===== src/rtl/stoch_dicode_pkg.sv =====
package stoch_dicode_pkg;

  localparam int NSYM     = 3;
  localparam int SYM_NEG  = 0;
  localparam int SYM_ZERO = 1;
  localparam int SYM_POS  = 2;

  typedef enum logic [1:0] {
    JK_HOLD = 2'b00,
    JK_CLR  = 2'b01,
    JK_SET  = 2'b10,
    JK_TGL  = 2'b11
  } jk_act_e;

  // likelihood above the random word gives a one
  function automatic logic f_to_bit(input logic [31:0] lik, input logic [31:0] rnd);
    return lik > rnd;
  endfunction

  // stream for current bit 1: previous bit 0 gives y=+1, previous 1 gives y=0
  function automatic logic f_num(input logic b_pos, input logic b_zero, input logic q);
    return (b_pos & ~q) | (b_zero & q);
  endfunction

  // stream for current bit 0: previous bit 0 gives y=0, previous 1 gives y=-1
  function automatic logic f_den(input logic b_zero, input logic b_neg, input logic q);
    return (b_zero & ~q) | (b_neg & q);
  endfunction

  function automatic jk_act_e f_jk_act(input logic j, input logic k);
    return jk_act_e'({j, k});
  endfunction

  function automatic logic f_jk_next(input logic cur, input logic j, input logic k);
    logic nxt;
    case (f_jk_act(j, k))
      JK_SET:  nxt = 1'b1;
      JK_CLR:  nxt = 1'b0;
      JK_TGL:  nxt = ~cur;
      default: nxt = cur;
    endcase
    return nxt;
  endfunction

endpackage


===== src/rtl/sdt_lik_cmp.sv =====
module sdt_lik_cmp
  import stoch_dicode_pkg::*;
#(
  parameter int LW = 8
) (
  input  logic [NSYM-1:0][LW-1:0] lik,
  input  logic [LW-1:0]           rnd,
  output logic [NSYM-1:0]         sym_bits
);

  localparam int PADW = 32 - LW;

  for (genvar s = 0; s < NSYM; s++) begin : g_sym
    always_comb begin
      sym_bits[s] = f_to_bit({{PADW{1'b0}}, lik[s]}, {{PADW{1'b0}}, rnd});
    end
  end

endmodule


===== src/rtl/sdt_trellis_terms.sv =====
module sdt_trellis_terms
  import stoch_dicode_pkg::*;
(
  input  logic [NSYM-1:0] sym_bits,
  input  logic            q_in,
  output logic            p1_bit,
  output logic            p0_bit
);

  logic q_n;
  logic t_pos_q0;
  logic t_zero_q1;
  logic t_zero_q0;
  logic t_neg_q1;

  assign q_n       = ~q_in;
  assign t_pos_q0  = sym_bits[SYM_POS]  & q_n;
  assign t_zero_q1 = sym_bits[SYM_ZERO] & q_in;
  assign t_zero_q0 = sym_bits[SYM_ZERO] & q_n;
  assign t_neg_q1  = sym_bits[SYM_NEG]  & q_in;

  assign p1_bit = t_pos_q0  | t_zero_q1;
  assign p0_bit = t_zero_q0 | t_neg_q1;

endmodule


===== src/rtl/sdt_jk_div.sv =====
module sdt_jk_div
  import stoch_dicode_pkg::*;
(
  input  logic clk,
  input  logic rst_n,
  input  logic en,
  input  logic j,
  input  logic k,
  output logic q
);

  always_ff @(posedge clk) begin
    if (!rst_n) begin
      q <= 1'b0;
    end else if (en) begin
      q <= f_jk_next(q, j, k);
    end
  end

endmodule


===== src/rtl/stoch_dicode_tri.sv =====
module stoch_dicode_tri
  import stoch_dicode_pkg::*;
#(
  parameter int LW = 8
) (
  input  logic          clk,
  input  logic          rst_n,
  input  logic          cyc_en,
  input  logic [LW-1:0] lik_neg,
  input  logic [LW-1:0] lik_zero,
  input  logic [LW-1:0] lik_pos,
  input  logic          q_in,
  input  logic [LW-1:0] rnd,
  output logic          r_out
);

  logic [NSYM-1:0][LW-1:0] lik_vec;
  logic [NSYM-1:0]         sym_bits;
  logic                    p1_bit;
  logic                    p0_bit;

  always_comb begin
    lik_vec[SYM_NEG]  = lik_neg;
    lik_vec[SYM_ZERO] = lik_zero;
    lik_vec[SYM_POS]  = lik_pos;
  end

  sdt_lik_cmp #(.LW(LW)) u_cmp (
    .lik      (lik_vec),
    .rnd      (rnd),
    .sym_bits (sym_bits)
  );

  sdt_trellis_terms u_terms (
    .sym_bits (sym_bits),
    .q_in     (q_in),
    .p1_bit   (p1_bit),
    .p0_bit   (p0_bit)
  );

  sdt_jk_div u_div (
    .clk   (clk),
    .rst_n (rst_n),
    .en    (cyc_en),
    .j     (p1_bit),
    .k     (p0_bit),
    .q     (r_out)
  );

endmodule


===== config.mk =====
export PLATFORM = sky130hd
export DESIGN_NAME = stoch_dicode_tri
export DESIGN_NICKNAME = d
export VERILOG_FILES = /design/src/rtl/stoch_dicode_pkg.sv /design/src/rtl/sdt_lik_cmp.sv /design/src/rtl/sdt_trellis_terms.sv /design/src/rtl/sdt_jk_div.sv /design/src/rtl/stoch_dicode_tri.sv
export SDC_FILE = /design/constraint.sdc
export NUM_CORES = 1
export LEC_CHECK = 0
export BUFFER_PORTS_ARGS = -buffer_cell sky130_fd_sc_hd__buf_2
export CAP_MARGIN = 20
export CORE_MARGIN = 3
export CORE_UTILIZATION = 41
export DETAILED_ROUTE_END_ITERATION = 12
export GPL_ROUTABILITY_DRIVEN = 1
export PLACE_DENSITY = 0.75
export SLEW_MARGIN = 30
export SYNTH_ARGS = -nofsm -noshare
export SYNTH_HDL_FRONTEND = slang
export SYNTH_SLANG_ARGS = --single-unit

===== constraint.sdc =====
create_clock -name clk -period 3.5 [get_ports clk]
set_input_delay 0.7 -clock clk [delete_from_list [all_inputs] [get_ports clk]]
set_output_delay 0.7 -clock clk [all_outputs]
set_load 0.1 [all_outputs]

* After elaboration in Yosys (flattened, before gate mapping)
Index checks and enable logic that the tools add are counted.
Storage, ports and cells: word-level logic and storage cells 18, bits of input ports 36, register bits after elaboration 1
Operators by class: magnitude comparators 3, bitwise logic cells 8, multiplexer cells 1, reduce and logical (&&, ||, !) cells 2, equal/unequal tests 3
Operators by type and width (count):
- $gt 8x8->1 | 3
- $and 1x1->1 | 4
- $eq 2x2->1 const B | 2
- $pmux 1 s3 | 1
- $reduce_bool 3->1 | 1
- $eq 2x1->1 const B | 1
- $not 1->1 | 2
- $or 1x1->1 | 2
- $reduce_and 2->1 | 1

* Depth between registers and ports, before layout
Gate-level depths: netlist (run 1).
word-level depth 6, gate-level depth with buffers 7, mapped depth without buffers 7

* Cells and area by module
Synthesis (run 1) repeated with hierarchy kept, for this count alone.
Unflattened totals: cells, all modules 73, area total of the unflattened synthesis 643.1 sq um
By module, submodules not included:
- sdt_lik_cmp | cells each 67, instances 1, area an instance 578.1 sq um, sequential area each 0.0 sq um
- sdt_jk_div | cells each 4, instances 1, area an instance 42.5 sq um, sequential area each 20.0 sq um
- sdt_trellis_terms | cells each 2, instances 1, area an instance 22.5 sq um, sequential area each 0.0 sq um

* Worst setup path before layout (run 1)
OpenSTA, ideal clock, no wires.
kind input -> register, start in rnd[1], end reg u_div.q, setup time 0.091 ns, buffers on the path 0, stages on the path 7, data arrival time 1.835 ns, data required time 3.409 ns, path slack 1.575 ns, path through inv_1 ha_1 nor2b_1 o211ai_1 a2111oi_2 a31oi_1 a311oi_1
Between the ends: cells in the longest elaborated chain, start to end 6, elaborated cells between the ends (all ways) 15, those cells by class order compare (3); eq/ne (3); mux (1); bitwise (6); reduce/logical (2)
Ends and longest elaborated chain:
- from (decl) | line stoch_dicode_tri.sv:13 | input logic [LW-1:0] rnd,
- $gt 8x8->1 | line stoch_dicode_pkg.sv:17 | return lik > rnd;
- $and 1x1->1 (on tied branches)
- $or 1x1->1 (on tied branches) | line sdt_trellis_terms.sv:23, sdt_trellis_terms.sv:22
- $eq 2x2->1 / $eq 2x1->1 (equally long branches) | line stoch_dicode_pkg.sv:36 | case (f_jk_act(j, k))
- $reduce_bool 3->1 (no source line)
- $reduce_and 2->1 (no source line)
- to (signal assigned) | line sdt_jk_div.sv:16 | q <= f_jk_next(q, j, k);
- to (decl) | line sdt_jk_div.sv:9 | output logic q
Parallel ways exist; a longest one is shown, timed or not. A chain may end at the register's enable or synchronous reset.

* Worst setup path in the final report (run 1)
Same ends and word-level chain as after synthesis.

==> results of run 1 <==
## layer usage
metal	vias up	part of all wire [%]	GRT usage (%)
met3	0	4.0	0.791
li1	385	-	-
met4	0	0	0
met2	8	50	22.0
met5	-	0	0
met1	295	46	19.6
## worst max path at each step
stage	from	end	depth (start not counted)	slack [ns]
CTS	rnd[1]	u_div.q	8	1.36
global route	rnd[1]	u_div.q	8	1.19
floorplan	rnd[1]	u_div.q	7	1.57
finish	rnd[1]	u_div.q	8	1.38
detailed placement	rnd[1]	u_div.q	8	1.36
global placement	rnd[1]	u_div.q	8	1.41
## tightest hold or removal path, cell delays in order (launching register included)
cell      delay, ns
dfxtp_1        0.31
nand3_1        0.08
a311oi_1       0.07
## cell families (layout without fill, tap and decap cells)
family          Yosys count  count (layout)  share of synthesized area [%]
fa+ha+maj                24              24                           46.4
compound gates           24              24                           24.2
buf+inv                  11              47                           6.38
simple gates             22              22                           19.9
flops                     1               1                           3.09
## area by class of cell
class	instances	area, µm²
fillers	127	537
inverters	11	41.3
multi-input cells	70	586
flip-flops and latches	1	20.0
well taps	15	18.8
repair buffers	36	180
## power by group through the flow
stage	combinational, mW	clock [mW]	sequential (mW)
after floorplan	0.0513	0	0.0222
after global placement	0.0906	0	0.0139
after detailed placement	0.0932	0	0.0140
after CTS	0.0936	0	0.0140
after global routing	0.106	0	0.0141
final	0.0925	0	0.0140
## cell usage in the layout, fill, tap and decap left out, drive strengths merged
cell | netlist | layout
a211oi | 1 | 1
nand3 | 3 | 3
and2 | 1 | 1
nand4 | 4 | 4
a311oi | 1 | 1
o211ai | 4 | 4
dfxtp | 1 | 1
a21o | 1 | 1
a2111oi | 1 | 1
nor2b | 3 | 3
ha | 24 | 24
nor2 | 1 | 1
a31oi | 2 | 2
o21ai | 3 | 3
a211o | 1 | 1
a21oi | 10 | 10
and4 | 2 | 2
or2 | 1 | 1
nand2 | 6 | 6
buf | 0 | 36
nor3b | 1 | 1
inv | 11 | 11
## metrics by stage
step	instance area, µm²	setup slack [ns]	hold WS, ns	power (mW)
after floorplan	647	1.57	0.812	0.0735
after detailed placement	846	1.36	0.517	0.107
after global routing	846	1.19	0.548	0.120
after global placement	846	1.41	0.516	0.105
after CTS	846	1.36	0.518	0.108
final	846	1.38	0.518	0.106
==> flow_metrics.env, run 1 <==
export IMPL_status="completed"
export IMPL_cts_hold_buf=0
export IMPL_portBuffers=36
export IMPL_cellPowerDensity_nw_per_um2=126
export IMPL_finalHoldViolCount=0
export IMPL_synth_edf_count=0
export IMPL_crit_fanout=3
export IMPL_async_flop_share_pct=0
export IMPL_combPwrFrac_pct=86.9
export IMPL_tns_ns=0
export IMPL_worst_setup_path_type="in -> reg"
export IMPL_synthesis_area_per_instance_um2=7.89
export IMPL_drtIter0Drc=1
export IMPL_reg2reg_to="u_div.q"
export IMPL_yosysWarnings=0
export IMPL_rows=13
export IMPL_reg2reg_depth=5
export IMPL_cp_required_ns=3.41
export IMPL_finalNetCount=180
export IMPL_slowest_stage="a2111oi_2"
export IMPL_vias_per_cell=5.17
export IMPL_initial_core_util_pct=46.8
export IMPL_synth_seq_area_share_pct=3.09
export IMPL_critical_path_buf_inv_count=2
export IMPL_slowest_delay_ns=0.31
export IMPL_gp_congestion=0.709
export IMPL_drc=0
export IMPL_ys_top_cells_by_area="ha_1, a21oi_1, inv_1"
export IMPL_die_w_um=45.7
export IMPL_setup_viol=0
export IMPL_hold_depth=2
export IMPL_cp_start_kind="input pin"
export IMPL_synth_cell_types=23
export IMPL_hold_class="reg -> reg"
export IMPL_sequentialPowerShare_pct=13.1
export IMPL_postCtsSetupBuffers=0
export IMPL_arrival_ns=2.03
export IMPL_num_io_pins=37
export IMPL_post_drt_wl_per_cell_um=11.0
export IMPL_fin_util_pct=61.2
export IMPL_diodes=0
export IMPL_ys_ff_latch=1
export IMPL_grt_max_degree=6
export IMPL_slew_viol_final=0
export IMPL_postRouteAntennaNets=0
export IMPL_min_from="u_div.q"
export IMPL_largest_reg_flops=1
export IMPL_regMostFlops="u_div.q"
export IMPL_yosys_area_top_type_share_pct=46.4
export IMPL_path_delay_family="compound AO/OA/AOI/OAI gates"
export IMPL_grt_pass1_vias=548
export IMPL_grt_overflow_total=0
export IMPL_insertion_delay_ns=0
export IMPL_syn_nets=142
export IMPL_synth_common_cells="ha_1, inv_1, a21oi_1, nand2_1, o211ai_1"
export IMPL_netlist_area_um2=647
export IMPL_antenna_found_initial=0
export IMPL_r2r_setup_slack_ns=2.25
export IMPL_die_y_um=45.7
export IMPL_core_region_area_um2=1380
export IMPL_clock_skew_ns=0
export IMPL_worstReg2RegStart="u_div.q"
export IMPL_cp_cell_sequence="buf_2 -> inv_1 -> ha_1 -> nor2b_1 -> o211ai_1 -> a2111oi_2 -> a31oi_1 -> a311oi_1"
export IMPL_area_delta_synth_final_pct=30.8
export IMPL_die_area_um2=2090
export IMPL_switchingPower_mw=0.0512
export IMPL_p_leak_nw=0.464
export IMPL_clkPwrFrac_pct=0
export IMPL_max_vdd_ir_drop_uv=62.5
export IMPL_firstDrtPassIters=2
export IMPL_vias=688
export IMPL_rsz0062_at_grt="no"
export IMPL_ctsResizeCount=0
export IMPL_placed_cells=133
export IMPL_place_hpwl_um=1410
export IMPL_cp_end_kind="register"
export IMPL_synth_largest_area_cell="ha_1"
export IMPL_grt_total_usage_pct=13.2
export IMPL_layout_cells_non_filler=133
export IMPL_netlist_instances=82
export IMPL_clock_fmax_ghz=0.471
export IMPL_p_int_mw=0.0553
export IMPL_drive_above_1_share_pct=33.1
export IMPL_clk_pin_slew_ns=0
export IMPL_swShare_pct=48.1
export IMPL_maxCapViolCount=0
export IMPL_holdPathEnd="u_div.q"
export IMPL_min_period_ns=2.12
export IMPL_wl_um=1470
export IMPL_ys_flop_type="dfxtp_1"
export IMPL_post_route_period_util_pct=60.7
export IMPL_tightest_slew_ns=0.483
export IMPL_reg_top3="u_div.q x1"
export IMPL_grt_pass1_wl_um=2160
export IMPL_slew_limit_headroom_pct=68.0
export IMPL_synth_most_common_cell="ha_1"
Note: power is estimated with default switching activity, not from simulation.
==> run 2: changes to the inputs <==
Settings changed: CORE_UTILIZATION 41 to 39.
Clock period 3.5 ns to 1.8 ns, I/O delays scaled along.
==> run 2 against run 1 <==
Net effect:
- sequential power increased by 95%
- via count increased by 9.4%
- clock skew unchanged
- worst setup slack got worse by 1.3 ns
- combinational power increased to 2.5 times the previous value
- worst hold slack improved by 0.010 ns
- sequential share of layout area decreased by 0.34 points
- global-route usage increased by 2.1 points
- critical endpoint unchanged
- largest power group unchanged
==> flow_metrics.env, run 2 (synthesized netlist as in run 1, its figures left out) <==
export IMPL_firstDrtPassIters=4
export IMPL_post_route_period_util_pct=95.4
export IMPL_cellPowerDensity_nw_per_um2=263
export IMPL_vias_per_cell=5.42
export IMPL_hold_class="reg -> reg"
export IMPL_min_period_ns=1.72
export IMPL_cp_end_kind="register"
export IMPL_largest_reg_flops=1
export IMPL_portBuffers=36
export IMPL_finalHoldViolCount=0
export IMPL_postRouteAntennaNets=0
export IMPL_whs_ns=0.529
export IMPL_clock_skew_ns=0
export IMPL_rsz0062_at_grt="yes"
export IMPL_grtUsageMet1_pct=20.5
export IMPL_status="completed"
export IMPL_finalNetCount=185
export IMPL_drtIter0Drc=7
export IMPL_place_area_um2=847
export IMPL_cp_start_kind="input pin"
export IMPL_grt_max_degree=6
export IMPL_setup_viol=0
export IMPL_antenna_found_initial=0
export IMPL_rows=14
export IMPL_grt_total_usage_pct=15.2
export IMPL_tightest_slew_ns=0.482
export IMPL_use_met3_pct=1.17
export IMPL_area_delta_synth_final_pct=52.6
export IMPL_fin_util_pct=64.0
export IMPL_die_area_um2=2180
export IMPL_slew_viol_final=0
export IMPL_max_vdd_ir_drop_uv=115
export IMPL_diodes=0
export IMPL_busiest_layer="met2"
export IMPL_insertion_delay_ns=0
export IMPL_gp_congestion=0.689
export IMPL_grt_pass1_wl_um=2550
export IMPL_num_io_pins=37
export IMPL_die_w_um=46.7
export IMPL_cp_required_ns=1.71
export IMPL_seq_area_um2=20.0
export IMPL_multi_input_area_um2=669
export IMPL_drive_above_1_share_pct=47.2
export IMPL_initial_core_util_pct=42.0
export IMPL_drc=0
export IMPL_wl_um=1830
export IMPL_slew_limit_headroom_pct=68.1
export IMPL_crit_fanout=3
export IMPL_clk_pin_slew_ns=0
export IMPL_layout_common_cells="buf_2, ha_1, a21oi_1"
export IMPL_reg_top3="u_div.q x1"
export IMPL_grt_pass1_vias=682
export IMPL_post_drt_wl_per_cell_um=13.2
export IMPL_mostFrequentLayoutCell="buf_2"
export IMPL_arrival_ns=1.62
export IMPL_use_met2_pct=27.5
export IMPL_nFillCells=140
export IMPL_clock_fmax_ghz=0.582
export IMPL_grt_overflow_total=0
export IMPL_die_y_um=46.7
export IMPL_maxCapViolCount=0
export IMPL_regMostFlops="u_div.q"
export IMPL_fin_area_um2=987
export IMPL_worst_setup_path_type="in -> reg"
export IMPL_core_region_area_um2=1540
export IMPL_place_hpwl_um=1420
export IMPL_p_leak_nw=0.490
export IMPL_vias=753
## run 2: cell types whose count changed in the layout (fill, tap and decap cells not counted), moves of 2 or more
cell,delta
buf_2,-2
inv_2,+6
inv_1,-7
buf_4,+4
ha_1,-5
ha_4,+5
buf_6,+3
## run 2: final timing paths
kind	from	slack (ns)	depth (start not counted)	endpoint
setup reg to reg	u_div.q	0.54	5	u_div.q
hold reg to reg	u_div.q	0.53	2	u_div.q
hold / removal	u_div.q	0.53	2	u_div.q
setup / recovery	rnd[1]	0.08	8	u_div.q
## run 2: area by class of cell
class | count | area share [%]
Multi-Input combinational cell | 70 | 67.8
Timing Repair Buffer | 41 | 23.7
Inverter | 11 | 4.44
Sequential cell | 1 | 2.03
Tap cell | 16 | 2.03
## run 2: routing by layer
layer / vias to the layer above / share of wire (%)
met3: 2 / 2.8
met5: - / 0
met2: 11 / 53
li1: 397 / -
met4: 0 / 1.0
met1: 343 / 43
## run 2: power by group
| group | leakage [nW] | total, mW | switching (mW) | internal [mW] |
|---|---|---|---|---|
| clock | 0 | 0 | 0 | 0 |
| sequential | 0.00823 | 0.0273 | 0.00237 | 0.0250 |
| combinational | 0.481 | 0.232 | 0.118 | 0.114 |
## run 2: critical path, cell delays in order
cell       delay [ns]
buf_6            0.08
inv_4            0.04
ha_4             0.26
nor2b_4          0.12
o211ai_1         0.11
a2111oi_2        0.32
a31oi_1          0.08
a311oi_1         0.25
## run 2: metrics by stage
step           setup WS (ns)  instances  setup TNS (ns)  total power, mW
2_1_floorplan          0.191         82               0            0.143
3_3_place_gp          0.0611        134               0            0.203
3_5_place_dp         0.00235        134               0            0.210
4_1_cts              0.00558        135               0            0.214
5_1_grt              -0.0188        139         -0.0188            0.288
6_report              0.0820        139               0            0.260
## run 2: what timing repair did
item                                    in CTS  in global routing
resized for setup                            1                 19
buffers inserted                             1                  4
pin swaps                                    4                  6
hold buffers                                 0                  0
endpoints found under the setup margin       1                  1
cloned                                       0                  0
